**src/rtl/tick_timer_pkg.sv**
```systemverilog
package tick_timer_pkg;
  localparam int BYTE_W    = 8;
  localparam int PS_CODE_W = 3;

  typedef struct packed {
    logic                 run;
    logic                 narrow;
    logic                 ext_src;
    logic                 fall_edge;
    logic                 bypass;
    logic [PS_CODE_W-1:0] div_code;
  } tmr_ctl_t;

  localparam logic [BYTE_W-1:0] CTL_RESET = '1;
endpackage

```
**src/rtl/tt_pin_sync.sv**
```systemverilog
module tt_pin_sync #(
  parameter int STAGES = 2
) (
  input  logic clk,
  input  logic rst,
  input  logic pin,
  input  logic fall_sel,
  output logic edge_o
);
  logic [STAGES:0] chain;
  logic            prev;

  assign chain[0] = pin;

  for (genvar g = 0; g < STAGES; g++) begin : g_stage
    always_ff @(posedge clk) begin
      if (rst) chain[g+1] <= 1'b0;
      else     chain[g+1] <= chain[g];
    end
  end

  always_ff @(posedge clk) begin
    if (rst) prev <= 1'b0;
    else     prev <= chain[STAGES];
  end

  assign edge_o = fall_sel ? (prev & ~chain[STAGES]) : (~prev & chain[STAGES]);
endmodule

```
**src/rtl/tt_prescaler.sv**
```systemverilog
module tt_prescaler #(
  parameter int CODE_W = 3
) (
  input  logic              clk,
  input  logic              rst,
  input  logic              clr,
  input  logic              evt_i,
  input  logic              bypass,
  input  logic [CODE_W-1:0] code,
  output logic              evt_o
);
  localparam int PS_W = 1 << CODE_W;

  logic [PS_W-1:0] pre;
  logic [PS_W-1:0] mask;

  // Low (code+1) bits all ones marks the last event of a period.
  assign mask  = (PS_W'(2) << code) - PS_W'(1);
  assign evt_o = evt_i & (bypass | ((pre & mask) == mask));

  always_ff @(posedge clk) begin
    if (rst || clr) pre <= '0;
    else if (evt_i) pre <= pre + PS_W'(1);
  end

  // first event after a clear never completes a divided period
  a_r11_clear_restart: assert property (@(posedge clk) disable iff (rst)
    ($past(clr) && !clr && evt_i && !bypass) |-> !evt_o);
endmodule

```
**src/rtl/tt_counter.sv**
```systemverilog
module tt_counter #(
  parameter int BYTE_W = 8
) (
  input  logic              clk,
  input  logic              rst,
  input  logic              narrow,
  input  logic              inc,
  input  logic              lo_we,
  input  logic              hi_we,
  input  logic              lo_rd,
  input  logic [BYTE_W-1:0] wdata,
  output logic [BYTE_W-1:0] lo_q,
  output logic [BYTE_W-1:0] hi_q,
  output logic              ovf_o
);
  logic [BYTE_W-1:0] cnt_lo, cnt_hi, hi_buf;
  logic              lo_full, wrap;

  assign lo_full = &cnt_lo;
  assign wrap    = narrow ? lo_full : (lo_full & (&cnt_hi));

  always_ff @(posedge clk) begin
    if (rst) begin
      cnt_lo <= '0;
      cnt_hi <= '0;
      ovf_o  <= 1'b0;
    end else begin
      ovf_o <= 1'b0;
      if (lo_we) begin
        cnt_lo <= wdata;
        if (!narrow) cnt_hi <= hi_buf;
      end else if (inc) begin
        cnt_lo <= cnt_lo + BYTE_W'(1);
        if (!narrow && lo_full) cnt_hi <= cnt_hi + BYTE_W'(1);
        ovf_o <= wrap;
      end
    end
  end

  always_ff @(posedge clk) begin
    if (rst)        hi_buf <= '0;
    else if (hi_we) hi_buf <= wdata;
    else if (lo_rd) hi_buf <= cnt_hi;
  end

  assign lo_q = cnt_lo;
  assign hi_q = hi_buf;

  // an overflow pulse coincides with a zero low byte
  a_r2_wrap_zero: assert property (@(posedge clk) disable iff (rst)
    ovf_o |-> (cnt_lo == '0));
  // in 16-bit mode the whole count is zero at overflow
  a_r3_wide_wrap: assert property (@(posedge clk) disable iff (rst)
    (ovf_o && !$past(narrow)) |-> (cnt_hi == '0 && cnt_lo == '0));
  // without a write the low byte holds or steps by one
  a_r6_step_one: assert property (@(posedge clk) disable iff (rst)
    !lo_we |=> (cnt_lo == $past(cnt_lo) || cnt_lo == $past(cnt_lo) + BYTE_W'(1)));
  // buffer keeps its value without a read or high write
  a_r9_buf_hold: assert property (@(posedge clk) disable iff (rst)
    (!hi_we && !lo_rd) |=> $stable(hi_buf));
  // pulse is a single cycle
  a_r12_ovf_single: assert property (@(posedge clk) disable iff (rst)
    ovf_o |=> !ovf_o);
endmodule

```
**src/rtl/tick_timer.sv**
```systemverilog
module tick_timer
  import tick_timer_pkg::*;
#(
  parameter int SYNC_STAGES = 2
) (
  input  logic              clk,
  input  logic              rst,
  input  logic              cyc_tick,
  input  logic              ext_pin,
  input  logic              ctl_we,
  input  logic [BYTE_W-1:0] ctl_wdata,
  output logic [BYTE_W-1:0] ctl_rdata,
  input  logic              cnt_lo_we,
  input  logic              cnt_hi_we,
  input  logic              cnt_lo_rd,
  input  logic [BYTE_W-1:0] cnt_wdata,
  output logic [BYTE_W-1:0] cnt_lo_q,
  output logic [BYTE_W-1:0] cnt_hi_q,
  output logic              ovf_pulse
);
  tmr_ctl_t ctl;
  logic     pin_evt, src_evt, ps_evt, cnt_wr;

  always_ff @(posedge clk) begin
    if (rst)         ctl <= tmr_ctl_t'(CTL_RESET);
    else if (ctl_we) ctl <= tmr_ctl_t'(ctl_wdata);
  end
  assign ctl_rdata = ctl;

  tt_pin_sync #(.STAGES(SYNC_STAGES)) u_sync (
    .clk(clk), .rst(rst), .pin(ext_pin), .fall_sel(ctl.fall_edge), .edge_o(pin_evt));

  assign src_evt = ctl.run & (ctl.ext_src ? pin_evt : cyc_tick);
  assign cnt_wr  = cnt_lo_we | cnt_hi_we;

  tt_prescaler #(.CODE_W(PS_CODE_W)) u_pre (
    .clk(clk), .rst(rst), .clr(cnt_wr), .evt_i(src_evt),
    .bypass(ctl.bypass), .code(ctl.div_code), .evt_o(ps_evt));

  tt_counter #(.BYTE_W(BYTE_W)) u_cnt (
    .clk(clk), .rst(rst), .narrow(ctl.narrow), .inc(ps_evt),
    .lo_we(cnt_lo_we), .hi_we(cnt_hi_we), .lo_rd(cnt_lo_rd), .wdata(cnt_wdata),
    .lo_q(cnt_lo_q), .hi_q(cnt_hi_q), .ovf_o(ovf_pulse));

  // stopped timer neither counts nor signals overflow
  a_r8_stopped_hold: assert property (@(posedge clk) disable iff (rst)
    (!ctl.run && !cnt_lo_we) |=> ($stable(cnt_lo_q) && !ovf_pulse));
  // cycle strobes have no effect while the pin is the source
  a_r5_pin_only: assert property (@(posedge clk) disable iff (rst)
    (ctl.ext_src && !pin_evt && !cnt_lo_we) |=> ($stable(cnt_lo_q) && !ovf_pulse));
endmodule

```
**config.mk**
```make
export PLATFORM = sky130hd
export DESIGN_NAME = tick_timer
export DESIGN_NICKNAME = d
export VERILOG_FILES = /design/src/rtl/tick_timer_pkg.sv /design/src/rtl/tt_pin_sync.sv /design/src/rtl/tt_prescaler.sv /design/src/rtl/tt_counter.sv /design/src/rtl/tick_timer.sv
export SDC_FILE = /design/constraint.sdc
export NUM_CORES = 1
export LEC_CHECK = 0
export ABC_AREA = 1
export BUFFER_PORTS_ARGS = -buffer_cell sky130_fd_sc_hd__buf_2
export CELL_PAD_IN_SITES_DETAIL_PLACEMENT = 0
export CELL_PAD_IN_SITES_GLOBAL_PLACEMENT = 2
export CORE_MARGIN = 3
export CORE_UTILIZATION = 32
export DETAILED_ROUTE_END_ITERATION = 6
export GPL_TIMING_DRIVEN = 0
export PLACE_DENSITY_LB_ADDON = 0.1
export SYNTH_ARGS = -nofsm -noshare
export SYNTH_HDL_FRONTEND = slang
export SYNTH_SLANG_ARGS = --single-unit
```
**constraint.sdc**
```tcl
create_clock -name clk -period 3.35 [get_ports clk]
set_clock_uncertainty 0.05 [all_clocks]
set_input_delay 0.8375 -clock clk [delete_from_list [all_inputs] [get_ports clk]]
set_output_delay 0.8375 -clock clk [all_outputs]
set_load 0.005 [all_outputs]
```
==> results.txt, run 1 <==
status -> finished clean
Via Count -> 2291
commonest non-fill, non-tap cell in the layout -> nand2_1
CTS Buf Count -> 5
P_leak -> 1.26 nW
reg2reg end -> u_cnt.ovf_o
Max-slew headroom -> 0.581
final max-slew violation count -> 0
power after layout -> 1.16 mW
Worst setup EP type -> flop
Die Area -> 0.00822 mm²
Avg Cell Area, Syn -> 6.91 µm²
# setup viols final -> 0
Port Buffers -> 46
min Tclk post-route -> 2.21 ns
clock transition at the registers of the reported paths -> 0.09 ns
Post-Syn Instances -> 332
DP Area -> 0.00264 mm²
RSZ-0062 raised after global routing -> false
crit path kind -> reg -> reg
worst IR drop on VDD -> 0.174 mV
Antenna Nets Post-Route -> 0
TritonCTS clock tree -> yes
drt via density -> 4.75
drt pass-1 iters -> 4
initial drt markers -> 62
Mapped Area -> 0.00229 mm²
Hold Path Class -> reg -> reg
CP Launch Point -> ctl_rdata[1]
Crit path required time -> 3.49 ns
Die X-Extent -> 90.7 µm
Clock Path Buffers -> 2
CTS root buf -> clkbuf_8
f_max -> 452 MHz
CP startpoint kind -> flop
RePlAce Congestion -> 0.737
Crit path depth -> 11
Pwr Density -> 423 mW/mm²
initial antenna violation count -> 0
Critical Path Most Common Cell -> nor2_1
initial core utilization -> 0.334
Syn Nets -> 360
register area -> 881 µm²
Area Overhead vs Synth -> 20.0%
worst stage delay on the critical path -> 0.39 ns
FP Rows -> 30
first-pass GRT wire length -> 10.9 mm
Hold Fails Final Rpt -> 0
H-tree levels -> 2
final core area utilization -> 0.401
core area -> 0.00687 mm²
number of flops mapped to enable cells by yosys -> 0
antenna cell count -> 0
sequential share of the synthesized area -> 0.384
height of the die -> 90.7 µm
Distinct cells, synth -> 31
Seq cells post-synth -> 44
Synth Warn # -> 0
largest net degree at the start of global routing -> 14
Final period util -> 0.660
fraction of layout cells with a size suffix above 1 -> 0.174
most frequent cells in the layout -> nand2_1 (82), buf_2 (48), dfxtp_1 (44)
I/O pins -> 49
ys flop type -> dfxtp_1
# resized after CTS -> 0
ys async rst share -> 0
MaxCap Viol Count -> 0
gr usage total -> 0.165
reg2reg start -> ctl_rdata[1]
post-CTS setup buffers -> 0
CP bufs+invs -> 0
Post-CTS Hold Buffers -> 0
worst r2r path cells -> 11
Nets -> 413
DRC viols -> 0
Crit path max-delay family -> simple AND/OR/NAND/NOR gates
wire per inst -> 13.6 µm
crit path to -> u_cnt.ovf_o
critical path fanouts, max -> 7
FILL cells -> 782
Worst path slowest cell -> dfxtp_1
R2R setup slack -> 1.14 ns
crit path cell chain -> nor2_1, nand2_1, ha_1, o21ai_0, nor2_1, nand3_1, nor2_1, nand2_1, nand2_2, nand4_1, nor3_1
DPL Wire Length -> 4.94 mm
CTS Sinks -> 44
critical path data arrival time -> 2.35 ns
gr ovfl total -> 0
vias in the first global route -> 2183
final setup TNS -> 0 ns
Multi-input gate area -> 0.00120 mm²
Clk Latency, worst-skew pair -> 0.30 ns
worst slew pin tran -> 0.624 ns
drt total wl -> 6.57 mm
Finished Cell Area -> 0.00275 mm²
## worst reg2reg max path: cells and delay by family, from the launching register on
kind,cells,cell delay [ns]
AO/OA/AOI/OAI,1,0.07
adder cells (fa/ha/maj),1,0.28
flip-flops,1,0.39
AND/OR/NAND/NOR,9,1.33
## worst min path at each step
stage               slack, ns  cells past startpoint              end             from
floorplan                0.34                      2  u_sync.chain[2]  u_sync.chain[1]
global placement         0.34                      2  u_sync.chain[2]  u_sync.chain[1]
detailed placement       0.35                      2  u_sync.chain[2]  u_sync.chain[1]
CTS                      0.37                      2  u_sync.chain[2]  u_sync.chain[1]
global route             0.38                      2  u_sync.chain[2]  u_sync.chain[1]
finish                   0.36                      2  u_sync.chain[2]  u_sync.chain[1]
## sequential cells by signal, summed over array words and instances, names as in the netlist
name / flops
u_cnt.hi_q: 8
u_sync.prev: 1
ctl_rdata: 8
u_sync.chain: 2
u_cnt.lo_q: 8
u_pre.pre: 8
u_cnt.cnt_hi: 8
u_cnt.ovf_o: 1
## power by group
part / switching [mW] / internal (mW) / total [mW]
registers: 0.0300 / 0.550 / 0.580
clock network: 0.188 / 0.222 / 0.410
logic: 0.102 / 0.0722 / 0.174
total: 0.320 / 0.844 / 1.16
## synthesized netlist by cell type (2+ instances only)
master    number  area [µm²]
nand3_1       31         155
dfxtp_1       44         881
nor3_1         6        30.0
o221ai_1       8        70.1
xnor2_1        3        26.3
ha_1           4        50.1
clkbuf_1       8        30.0
o21ai_0       22         110
o21ai_1        2        10.0
buf_4          3        22.5
xor2_1         4        35.0
nand2_4        2        22.5
inv_1         35         131
nand4_1        2        12.5
nand2_2        2        12.5
buf_2          2        10.0
nor3b_1        2        15.0
a21oi_1       17        85.1
nand3b_1       3        22.5
nor2_1        32         120
nand2_1       82         308
a31oi_1        9        56.3
## through the flow
stage	worst slack (ns)	hold slack (ns)	instances
6_report	1.14	0.362	482
5_1_grt	0.906	0.380	482
4_1_cts	1.15	0.366	482
3_5_place_dp	0.824	0.352	474
3_3_place_gp	0.745	0.345	474
2_1_floorplan	1.46	0.338	332
## cell families (layout without fill, tap and decap cells)
kind of cell             Yosys count  in the layout  share of synthesized area
AO/OA/AOI/OAI                     62             62                      0.162
XOR/XNOR                           7              7                     0.0267
adder cells (fa/ha/maj)            4              4                     0.0218
buffers and inverters             51            105                     0.0927
flip-flops                        44             44                      0.384
AND/OR/NAND/NOR                  164            164                      0.313
## cell type report
cell class                 instances  area share
clock inverter                     2      0.0127
tap                               96      0.0437
timing repair buffer              46      0.0837
sequential                        44       0.320
multi-input combinational        237       0.436
clock buffer                       6      0.0264
buffer                            14      0.0268
inverter                          37      0.0505
## layer usage
| metal | share of wire | up-vias | track usage | wire length [µm] |
|---|---|---|---|---|
| li1 | - | 1200 | - | - |
| met1 | 0.52 | 1036 | 0.232 | 3390 |
| met2 | 0.43 | 46 | 0.252 | 2850 |
| met3 | 0.037 | 9 | 0.0367 | 243 |
| met4 | 0.013 | 0 | 0.0472 | 85 |
| met5 | 0 | - | 0 | 0 |
(Power assumes the default switching activity.)
==> run 2: changes to the inputs <==
- CORE_UTILIZATION: 32 -> 29
- clock period: 3.35 -> 2.1 ns (I/O delays scaled with it)
==> results.txt, run 2 (synthesized netlist as in run 1, its figures left out) <==
drt total wl -> 6.76 mm
antenna cell count -> 0
DP Area -> 0.00265 mm²
clock transition at the registers of the reported paths -> 0.09 ns
Worst setup EP type -> flop
first-pass GRT wire length -> 10.7 mm
Switch Pwr -> 0.551 mW
RePlAce Congestion -> 0.781
CP Launch Point -> ctl_rdata[1]
worst r2r path cells -> 15
DRC viols -> 0
Die Area -> 0.00901 mm²
initial antenna violation count -> 0
R2R setup slack -> 0.11 ns
f_max -> 502 MHz
Max-slew headroom -> 0.541
final worst setup slack -> 0.110 ns
Comb power frac -> 0.172
Antenna Nets Post-Route -> 0
Clk Latency, worst-skew pair -> 0.31 ns
crit path to -> u_cnt.cnt_hi[7]
initial core utilization -> 0.308
Hold Path Class -> reg -> reg
P_leak -> 1.30 nW
CTS Sinks -> 44
Finished Cell Area -> 0.00288 mm²
worst IR drop on VDD -> 0.291 mV
most frequent cells in the layout -> nand2_1 (81), buf_2 (48), dfxtp_1 (40)
gr usage total -> 0.154
# setup viols final -> 0
CTS root buf -> clkbuf_8
core area -> 0.00745 mm²
Die X-Extent -> 94.9 µm
critical path data arrival time -> 2.14 ns
hold depth -> 2
height of the die -> 94.9 µm
reg2reg start -> ctl_rdata[1]
FP Rows -> 31
Hold Fails Final Rpt -> 0
drt pass-1 iters -> 4
gr ovfl total -> 0
Cells after DPL -> 477
DPL Wire Length -> 5.08 mm
final setup TNS -> 0 ns
largest net degree at the start of global routing -> 16
worst slew pin tran -> 0.683 ns
I/O pins -> 49
WHS -> 0.368 ns
crit path kind -> reg -> reg
dpl ws -> -0.114 ns
Pwr Density -> 626 mW/mm²
Port Buffers -> 46
TritonCTS clock tree -> yes
Int Pwr -> 1.25 mW
H-tree levels -> 2
fraction of layout cells with a size suffix above 1 -> 0.223
drt via density -> 4.75
min Tclk post-route -> 1.99 ns
commonest non-fill, non-tap cell in the layout -> nand2_1
Final period util -> 0.948
initial drt markers -> 107
power after layout -> 1.80 mW
CP startpoint kind -> flop
Nets -> 421
Clock Path Buffers -> 2
final core area utilization -> 0.387
clock share of power -> 0.315
Via Count -> 2340
FILL cells -> 845
sw frac -> 0.306
CTS Buf Count -> 5
Crit path required time -> 2.25 ns
wire per inst -> 13.7 µm
RSZ-0062 raised after global routing -> true
Seq pwr share -> 0.513
non-filler instance count after layout -> 493
reg2reg end -> u_cnt.cnt_hi[7]
final max-slew violation count -> 0
Area Overhead vs Synth -> 25.5%
MaxCap Viol Count -> 0
vias in the first global route -> 2120
critical path fanouts, max -> 6
status -> finished clean
run 2: what timing repair did:
item,CTS,global route
setup buffers,2,5
gates resized for setup,3,17
cloned,0,1
pin swaps,1,7
endpoints found under the hold margin,0,0
hold buffers,0,0
setup endpoints to repair,9,17
run 2: power groups by stage:
stage                     Clock (mW)  Sequential [mW]  Combinational (mW)
after floorplan                    0            0.936               0.173
after global placement             0            0.945               0.282
after detailed placement           0            0.945               0.282
after CTS                      0.589            0.926               0.286
after global routing           0.621            0.933               0.352
final                          0.567            0.924               0.310
run 2: area by class of cell:
type / instances / area, µm² / share of cell area
sequential: 44 / 891 / 0.309
tap: 99 / 124 / 0.0430
clock inverter: 3 / 23.8 / 0.00826
timing repair buffer: 54 / 308 / 0.107
buffer: 14 / 77.6 / 0.0269
multi-input combinational: 237 / 1240 / 0.432
clock buffer: 5 / 68.8 / 0.0239
inverter: 37 / 141 / 0.0491
run 2: worst max-delay path, stage by stage (launching register included):
cell	delay, ns
dfxtp_4	0.37
nor2_4	0.13
nand2_2	0.09
ha_4	0.26
o21ai_2	0.04
nor2_1	0.10
nand3_1	0.08
nor2_1	0.10
nand2_1	0.06
nand2_2	0.09
nand2_4	0.09
nand2_4	0.12
buf_8	0.13
nand3b_1	0.07
nand2_1	0.06
nor2_1	0.03
run 2: metal layers:
layer / track usage / part of all wire / vias to the layer above
met4: 0.0481 / 0.012 / 0
met1: 0.222 / 0.51 / 1072
met2: 0.228 / 0.44 / 40
met3: 0.0327 / 0.040 / 7
li1: - / - / 1221
met5: 0 / 0 / -
run 2: how the worst min path moves through the flow:
stage	startpoint	end	slack, ns
after floorplan	u_sync.chain[1]	u_sync.chain[2]	0.34
after global placement	u_sync.chain[1]	u_sync.chain[2]	0.34
after detailed placement	u_sync.chain[1]	u_sync.chain[2]	0.36
after CTS	ext_pin	u_sync.chain[1]	0.36
after global routing	ctl_wdata[7]	ctl_rdata[7]	0.37
final	u_sync.chain[1]	u_sync.chain[2]	0.37
==> run 3: changes to the inputs <==
- CORE_UTILIZATION: 29 -> 26
- PLACE_DENSITY_LB_ADDON: 0.1 -> 0.12
- SKIP_LAST_GASP: default -> 1
- clock period: 2.1 -> 1.62 ns (I/O delays scaled with it)
==> results.txt, run 3 (synthesized netlist as in run 1, its figures left out) <==
Max Used Layer -> met4
critical path fanouts, max -> 5
WHS -> 0.242 ns
CTS Sinks -> 44
RePlAce Congestion -> 0.804
worst stage delay on the critical path -> 0.38 ns
Clock Path Buffers -> 2
height of the die -> 99.9 µm
I/O pins -> 49
FP Rows -> 33
Hold Fails Final Rpt -> 0
final core area utilization -> 0.361
critical path data arrival time -> 2.12 ns
drt via density -> 4.69
drt pass-1 iters -> 4
# setup viols final -> 17
drt total wl -> 7.24 mm
CTS root buf -> clkbuf_8
RSZ-0062 raised after global routing -> true
H-tree levels -> 2
fraction of layout cells with a size suffix above 1 -> 0.284
status -> complete, but fails checks
Via Count -> 2358
CTS Buf Count -> 5
Finished Cell Area -> 0.00303 mm²
gr usage total -> 0.151
core area -> 0.00838 mm²
initial core utilization -> 0.274
Port Buffers -> 46
f_max -> 510 MHz
Die X-Extent -> 99.9 µm
DRC viols -> 0
antenna cell count -> 0
vias in the first global route -> 2233
power after layout -> 2.50 mW
first-pass GRT wire length -> 11.8 mm
final max-slew violation count -> 0
Critical Path Most Common Cell -> nor2_1
DP Area -> 0.00269 mm²
FILL cells -> 969
Clk Latency, worst-skew pair -> 0.30 ns
Nets -> 425
crit path kind -> reg -> reg
commonest non-fill, non-tap cell in the layout -> nand2_1
Area Overhead vs Synth -> 32.0%
met3 wire length -> 301 µm
Worst path slowest cell -> dfxtp_4
min Tclk post-route -> 1.96 ns
Worst setup EP type -> flop
P_leak -> 1.34 nW
clock transition at the registers of the reported paths -> 0.09 ns
Hold Path Class -> in -> reg
Cells after DPL -> 483
Crit path required time -> 1.77 ns
Antenna Nets Post-Route -> 0
worst IR drop on VDD -> 0.428 mV
Max-slew headroom -> 0.600
violated checks -> setup timing
most frequent cells in the layout -> nand2_1 (74), buf_2 (48), dfxtp_1 (39)
crit path cell chain -> nor2_4, nand2_2, ha_4, o21ai_2, nor2_1, nand3_1, nor2_1, nand2_1, nand2_2, nand2_4, nand2_8, buf_6, nand3_1, nand2_1, nor2_1
initial drt markers -> 91
Post-Route M1 WL -> 3.57 mm
largest net degree at the start of global routing -> 15
dpl ws -> -0.609 ns
Multi-input gate area -> 0.00133 mm²
wire length on met2 -> 3.28 mm
CP startpoint kind -> flop
TritonCTS clock tree -> yes
Final period util -> 1.21
final worst setup slack -> -0.343 ns
register area -> 895 µm²
gr ovfl total -> 0
MaxCap Viol Count -> 0
DPL Wire Length -> 5.41 mm
Die Area -> 0.00998 mm²
non-filler instance count after layout -> 503
initial antenna violation count -> 0
worst slew pin tran -> 0.599 ns
final setup TNS -> -4.99 ns
Pwr Density -> 827 mW/mm²
wire per inst -> 14.4 µm
run 3: cell count changes in the layout (fill, tap and decap cells not counted), moves of 3 or more:
cell	delta
nand2_1	-7
nand2_2	+7
o21ai_0	-6
buf_6	+4
nand3_1	-4
nand3_2	+4
o21ai_1	+3
o21ai_2	+3
run 3: final cells by class:
cell class                      count  share of cell area
Multi-Input combinational cell    237               0.439
Sequential cell                    44               0.295
Timing Repair Buffer               58               0.114
Inverter                           37              0.0471
Tap cell                          105              0.0434
Buffer                             14              0.0248
Clock buffer                        5              0.0227
Clock inverter                      3              0.0140
run 3: path summary, 6_finish.rpt:
path	from	end	slack, ns	cells after the start
setup / recovery	ctl_rdata[1]	u_cnt.cnt_hi[6]	-0.34	15
hold / removal	ext_pin	u_sync.chain[1]	0.24	3
setup reg to reg	ctl_rdata[1]	u_cnt.cnt_hi[6]	-0.34	15
hold reg to reg	u_sync.chain[1]	u_sync.chain[2]	0.36	2
run 3: power breakdown:
group / total (mW) / switching, mW / internal, mW
Sequential: 1.20 / 0.0600 / 1.14
Clock: 0.877 / 0.419 / 0.457
Combinational: 0.429 / 0.246 / 0.182
Total: 2.50 / 0.726 / 1.78
run 3: repair_timing:
item                                    in CTS  in global routing
cloned                                       1                  0
resized for setup                           26                 18
hold buffers                                 0                  0
endpoints found under the setup margin      22                 22
pin swaps                                   18                  9
setup buffers                               10                  1
run 3: worst max-delay path: cells and delay by family, from the launching register on:
family / cells / cell delay [ns]
AOI/OAI and AO/OA: 1 / 0.04
adders and majority gates: 1 / 0.26
buffers and inverters: 1 / 0.12
DFF: 1 / 0.38
and+or+nand+nor: 12 / 1.01
run 3: per-layer routing:
metal	global-route usage	vias to the layer above
li1	-	1233
met1	0.213	1080
met2	0.234	41
met3	0.0278	4
met4	0.0410	0
met5	0	-
